## config.mk

```make
export PLATFORM = sky130hd
export DESIGN_NAME = dual_pwm_gen
export DESIGN_NICKNAME = d
export VERILOG_FILES = /design/src/rtl/dpwm_pkg.sv /design/src/rtl/dpwm_regs.sv /design/src/rtl/dpwm_timebase.sv /design/src/rtl/dpwm_channel.sv /design/src/rtl/dual_pwm_gen.sv
export SDC_FILE = /design/constraint.sdc
export NUM_CORES = 1
export LEC_CHECK = 0
export ABC_CLOCK_PERIOD_IN_PS = 2690
export BUFFER_PORTS_ARGS = -buffer_cell sky130_fd_sc_hd__buf_2
export CAP_MARGIN = 0
export CORE_MARGIN = 4
export CORE_UTILIZATION = 60
export DETAILED_ROUTE_END_ITERATION = 8
export PLACE_DENSITY = 0.78
export SYNTH_ARGS = -nofsm -noshare
export SYNTH_HDL_FRONTEND = slang
export SYNTH_SLANG_ARGS = --single-unit
```

## constraint.sdc

```tcl
create_clock -name clk -period 2.69 [get_ports clk]
set_input_delay 0.269 -clock clk [delete_from_list [all_inputs] [get_ports clk]]
set_output_delay 0.269 -clock clk [all_outputs]
set_load 0.01 [all_outputs]
```

## src/rtl/dpwm_pkg.sv

```systemverilog
package dpwm_pkg;
  localparam int ADDR_W = 2;
  localparam logic [ADDR_W-1:0] ADDR_CTRL  = 2'd0;
  localparam logic [ADDR_W-1:0] ADDR_PRESC = 2'd1;
  localparam logic [ADDR_W-1:0] ADDR_DUTY0 = 2'd2;

  typedef struct packed {
    logic en_b;
    logic en_a;
    logic run;
  } ctrl_t;
endpackage

```

## src/rtl/dpwm_regs.sv

```systemverilog
module dpwm_regs
  import dpwm_pkg::*;
#(
  parameter int DUTY_W  = 8,
  parameter int PRESC_W = 8,
  parameter int NCH     = 2,
  parameter int DATA_W  = 8
) (
  input  logic                          clk,
  input  logic                          rst,
  input  logic                          wr_en,
  input  logic [ADDR_W-1:0]             wr_addr,
  input  logic [DATA_W-1:0]             wr_data,
  output ctrl_t                         ctrl,
  output logic [PRESC_W-1:0]            presc,
  output logic [NCH-1:0][DUTY_W-1:0]    duty
);
  localparam int CTRL_W = $bits(ctrl_t);

  always_ff @(posedge clk) begin
    if (rst) begin
      ctrl  <= '0;
      presc <= '0;
    end else if (wr_en) begin
      if (wr_addr == ADDR_CTRL)  ctrl  <= ctrl_t'(wr_data[CTRL_W-1:0]);
      if (wr_addr == ADDR_PRESC) presc <= wr_data[PRESC_W-1:0];
    end
  end

  for (genvar i = 0; i < NCH; i++) begin : g_duty
    localparam logic [ADDR_W-1:0] MY_ADDR = ADDR_DUTY0 + ADDR_W'(i);
    always_ff @(posedge clk) begin
      if (rst)                               duty[i] <= '0;
      else if (wr_en && wr_addr == MY_ADDR)  duty[i] <= wr_data[DUTY_W-1:0];
    end
  end
endmodule

```

## src/rtl/dpwm_timebase.sv

```systemverilog
module dpwm_timebase #(
  parameter int PRESC_W = 8,
  parameter int CNT_W   = 8,
  parameter int MODULUS = 255
) (
  input  logic               clk,
  input  logic               rst,
  input  logic               run,
  input  logic [PRESC_W-1:0] presc_in,
  output logic [CNT_W-1:0]   cnt,
  output logic               wrap
);
  localparam logic [CNT_W-1:0] CNT_MAX = CNT_W'(MODULUS - 1);

  logic [PRESC_W-1:0] pcnt;
  logic [PRESC_W-1:0] ps_act;
  logic               half;
  logic               term;

  assign term = (pcnt == ps_act);
  assign wrap = run && term && half && (cnt == CNT_MAX);

  always_ff @(posedge clk) begin
    if (rst) begin
      pcnt   <= '0;
      ps_act <= '0;
      half   <= 1'b0;
      cnt    <= '0;
    end else if (!run) begin
      pcnt   <= '0;
      ps_act <= presc_in;
      half   <= 1'b0;
      cnt    <= '0;
    end else if (term) begin
      pcnt   <= '0;
      ps_act <= presc_in;
      half   <= ~half;
      if (half) cnt <= (cnt == CNT_MAX) ? '0 : cnt + 1'b1;
    end else begin
      pcnt <= pcnt + 1'b1;
    end
  end
endmodule

```

## src/rtl/dpwm_channel.sv

```systemverilog
module dpwm_channel #(
  parameter int DUTY_W = 8
) (
  input  logic              clk,
  input  logic              rst,
  input  logic              run,
  input  logic              ch_en,
  input  logic              wrap,
  input  logic [DUTY_W-1:0] duty_in,
  input  logic [DUTY_W-1:0] cnt,
  output logic [DUTY_W-1:0] duty_act,
  output logic              pwm
);
  always_ff @(posedge clk) begin
    if (rst) begin
      duty_act <= '0;
      pwm      <= 1'b0;
    end else begin
      if (!run || wrap) duty_act <= duty_in;
      pwm <= run && ch_en && (cnt >= duty_act);
    end
  end
endmodule

```

## src/rtl/dual_pwm_gen.sv

```systemverilog
module dual_pwm_gen
  import dpwm_pkg::*;
#(
  parameter int DUTY_W  = 8,
  parameter int PRESC_W = 8
) (
  input  logic              clk,
  input  logic              rst,
  input  logic              wr_en,
  input  logic [1:0]        wr_addr,
  input  logic [7:0]        wr_data,
  output logic              pwm_a,
  output logic              pwm_b
);
  localparam int NCH     = 2;
  localparam int MODULUS = (1 << DUTY_W) - 1;

  ctrl_t                      ctrl;
  logic [PRESC_W-1:0]         presc;
  logic [NCH-1:0][DUTY_W-1:0] duty_reg;
  logic [NCH-1:0][DUTY_W-1:0] duty_act_v;
  logic [NCH-1:0]             en_v;
  logic [NCH-1:0]             pwm_v;
  logic [DUTY_W-1:0]          cnt;
  logic                       wrap;
  logic                       run;
  logic                       en_a;
  logic                       en_b;
  logic [DUTY_W-1:0]          duty_act_a;
  logic [DUTY_W-1:0]          duty_act_b;

  dpwm_regs #(
    .DUTY_W (DUTY_W),
    .PRESC_W(PRESC_W),
    .NCH    (NCH),
    .DATA_W (8)
  ) u_regs (
    .clk    (clk),
    .rst    (rst),
    .wr_en  (wr_en),
    .wr_addr(wr_addr),
    .wr_data(wr_data),
    .ctrl   (ctrl),
    .presc  (presc),
    .duty   (duty_reg)
  );

  assign run  = ctrl.run;
  assign en_a = ctrl.en_a;
  assign en_b = ctrl.en_b;
  assign en_v = {en_b, en_a};

  dpwm_timebase #(
    .PRESC_W(PRESC_W),
    .CNT_W  (DUTY_W),
    .MODULUS(MODULUS)
  ) u_tb (
    .clk     (clk),
    .rst     (rst),
    .run     (run),
    .presc_in(presc),
    .cnt     (cnt),
    .wrap    (wrap)
  );

  for (genvar i = 0; i < NCH; i++) begin : g_ch
    dpwm_channel #(.DUTY_W(DUTY_W)) u_ch (
      .clk     (clk),
      .rst     (rst),
      .run     (run),
      .ch_en   (en_v[i]),
      .wrap    (wrap),
      .duty_in (duty_reg[i]),
      .cnt     (cnt),
      .duty_act(duty_act_v[i]),
      .pwm     (pwm_v[i])
    );
  end

  assign duty_act_a = duty_act_v[0];
  assign duty_act_b = duty_act_v[1];
  assign pwm_a      = pwm_v[0];
  assign pwm_b      = pwm_v[1];
endmodule

```

==> key figures <==
Outcome
  • Status: completed

Route
  • Detailed-route wire length per cell: 15.13 um
  • Iteration-0 DRC Markers: 118
  • ANT nets after route: 0
  • Avg Vias per Cell: 5.489
  • # DRC: 0
  • DR vias: 2289
  • DRT Pass-1 Iters: 4
  • Wirelength, routed: 6.310 mm

CTS
  • Clock Path Buffers: 2
  • CTS Hold Bufs: 0
  • CTS tree: done
  • Setup bufs post-CTS: 0
  • Worst-Skew Late Latency: 0.34 ns
  • Cts bufs inserted: 9
  • H-tree Lvls: 3
  • Reg clk slew, reported paths: 0.07 ns
  • Post-CTS sizing: 0
  • CTS Sinks: 70
  • Root Buffer: clkbuf_8

STA
  • Hold Vio Cnt, Final: 0
  • Slew Limit Fails: 0
  • RSZ-0062 raised after global routing: no
  • Final min period: 2.100 ns
  • Worst slew margin: 55.26%
  • # setup viols final: 0
  • Final hold slack: 0.1957 ns
  • Final Cycle Share: 78.06%
  • Skew final: 0.005798 ns
  • Fmax: 476.3 MHz
  • TNS Setup: 0 ns
  • Worst-Margin Slew: 0.6696 ns

Logic synthesis
  • Async S/R FF share, synth: 0%
  • Synth top area cells: dfxtp_1 44%, mux2i_1 16%, nor2_1 7.9%
  • Synth top area share: 44.29%
  • Post-synth EDFFs: 0
  • Cells after Synth: 327
  • Seq cells post-synth: 70
  • Mean Syn Cell Area: 9.677 um2
  • Cell variety after synth: 38
  • Post-Syn Area: 3164 um2
  • Post-synthesis net count: 359
  • Synth Flop Type: dfxtp_1
  • Cell with the most instances after synthesis: dfxtp_1
  • Most frequent cells after synthesis: 70 x dfxtp_1, 67 x nor2_1, 51 x mux2i_1
  • Seq/Total Area, Yosys: 44.29%
  • Yosys warns: 0
  • Yosys top cell by area: dfxtp_1

GRT
  • First-pass GRT wire length: 11.00 mm
  • Initial antenna violation count: 0
  • Largest net degree at the start of global routing: 53
  • GRT Overall Usage: 22.37%
  • Total congestion overflow: 0
  • Number of global-route vias before repair: 2283

Die
  • Core area: 5107 um2
  • Full die area: 6500 um2
  • Die height: 80.62 um
  • IO Pins: 15
  • FP Rows: 26
  • DIE WIDTH: 80.62 um
  • Starting Density: 61.95%

Final layout
  • ANT cells: 0
  • Nets: 374
  • Area delta synth->final: 11.07%
  • Filler Cell Count: 399
  • Layout cell share with drive strength beyond 1: 11.53%
  • Design Area, Final: 3515 um2
  • Layout Utilization: 68.81%

Worst setup path
  • Critical path type: reg -> reg
  • Req. time, crit path: 2.90 ns
  • FF-to-FF setup slack: 0.59 ns
  • Critical Path End Type: register
  • Startpoint types: register
  • Reg2reg path depth: 6
  • Worst r2r dst: g_ch[0].u_ch.duty_act[1]
  • Max FO, Critical Path: 16
  • RR Startpoint: u_tb.cnt[4]
  • Critical Path AT: 2.31 ns

Place
  • Hpwl dp: 4.401 mm
  • Area after DPL: 3267 um2
  • Port buffer count: 14
  • Final Wtd Congestion: 0.8485

Power
  • Worst vdd ir: 0.0006573 V
  • Net switching power: 0.4649 mW
  • Power Internal: 1.747 mW
  • Leakage: 1.634 nW
  • Combinational share of power: 5.0%
  • Power Dens Cells: 629.4 nW/um2
  • Power share of the clock group: 46.6%
  • Switch share: 21.02%
  • Flop pwr share: 48.4%

Worst hold path
  • Hold Crit Start: wr_data[3]
  • Hold Path Stages: 3
  • WHS Endpoint: u_regs.duty[3]
  • Hold crit path type: in -> reg

Job
  • Max-Cap Viols: 0
-- worst max path at each step --
stage / startpoint / endpoint / slack (ns) / depth (start not counted)
finish: u_tb.cnt[4] / g_ch[0].u_ch.duty_act[1] / 0.59 / 6
global route: u_tb.pcnt[2] / u_tb.cnt[2] / 0.42 / 5
CTS: u_tb.pcnt[2] / u_tb.cnt[2] / 0.60 / 5
detailed placement: u_tb.pcnt[2] / u_tb.cnt[2] / 0.61 / 5
global placement: u_tb.pcnt[2] / u_tb.cnt[2] / 0.71 / 5
floorplan: u_tb.cnt[4] / g_ch[0].u_ch.duty_act[0] / 0.71 / 6
-- layout by cell type (no fill, tap or decap), drive strengths merged, types with 3 or more instances in the layout --
| cell | n |
|---|---|
| a21o | 6 |
| a21oi | 12 |
| buf | 16 |
| bufinv | 3 |
| clkbuf | 11 |
| dfxtp | 70 |
| ha | 19 |
| inv | 17 |
| mux2i | 51 |
| nand2 | 10 |
| nand2b | 3 |
| nand3 | 9 |
| nand4 | 6 |
| nor2 | 67 |
| o21ai | 6 |
| or3 | 5 |
| xnor2 | 11 |
| xor2 | 4 |
-- final cells by class --
cell class / instances / area, um2 / area share [%]
multi-input combinational: 228 / 1629 / 46.35
inverter: 17 / 63.81 / 1.816
clock inverter: 5 / 106.4 / 3.026
timing repair buffer: 16 / 85.08 / 2.421
tap: 70 / 87.58 / 2.492
sequential: 70 / 1401 / 39.87
clock buffer: 11 / 141.4 / 4.023
-- cells by family after synthesis --
group | after synthesis | synth area share, %
buffers and inverters | 29 | 4.231
adder cells (fa/ha/maj) | 19 | 7.513
AND/OR/NAND/NOR | 112 | 16.88
multiplexers | 51 | 16.13
XOR/XNOR | 15 | 4.152
flip-flops | 70 | 44.29
AO/OA/AOI/OAI | 31 | 6.801
-- per-stage QoR --
step / setup WS [ns] / instances / total power [mW]
CTS: 0.5994 / 417 / 2.233
global placement: 0.7079 / 401 / 1.200
detailed placement: 0.6124 / 401 / 1.205
floorplan: 0.7136 / 327 / 1.173
global route: 0.4206 / 417 / 2.298
finish: 0.5903 / 417 / 2.212
-- worst max-delay path, cell delays in order, from the launching register on --
cell and delay [ns]:
dfxtp_1 0.48, and4_4 0.30, nand4_4 0.16, o41ai_4 0.36, buf_4 0.34, mux2i_1 0.25
nor2_1 0.06
-- per-layer routing --
layer  wire, um  vias up  GRT usage (%)
li1           -     1153              -
met1       2896     1085          28.64
met2       3117       38          35.84
met3        164       13          4.596
met4        132        0          10.64
met5          0        -              0
-- power by group through the flow --
stage | Clock (mW) | Sequential (mW) | Combinational [mW]
2_1_floorplan | 0 | 1.09 | 0.0831
3_3_place_gp | 0 | 1.09 | 0.106
3_5_place_dp | 0 | 1.10 | 0.109
4_1_cts | 1.05 | 1.07 | 0.111
5_1_grt | 1.10 | 1.07 | 0.123
6_report | 1.03 | 1.07 | 0.111
Power figures use the tool's default switching activity.
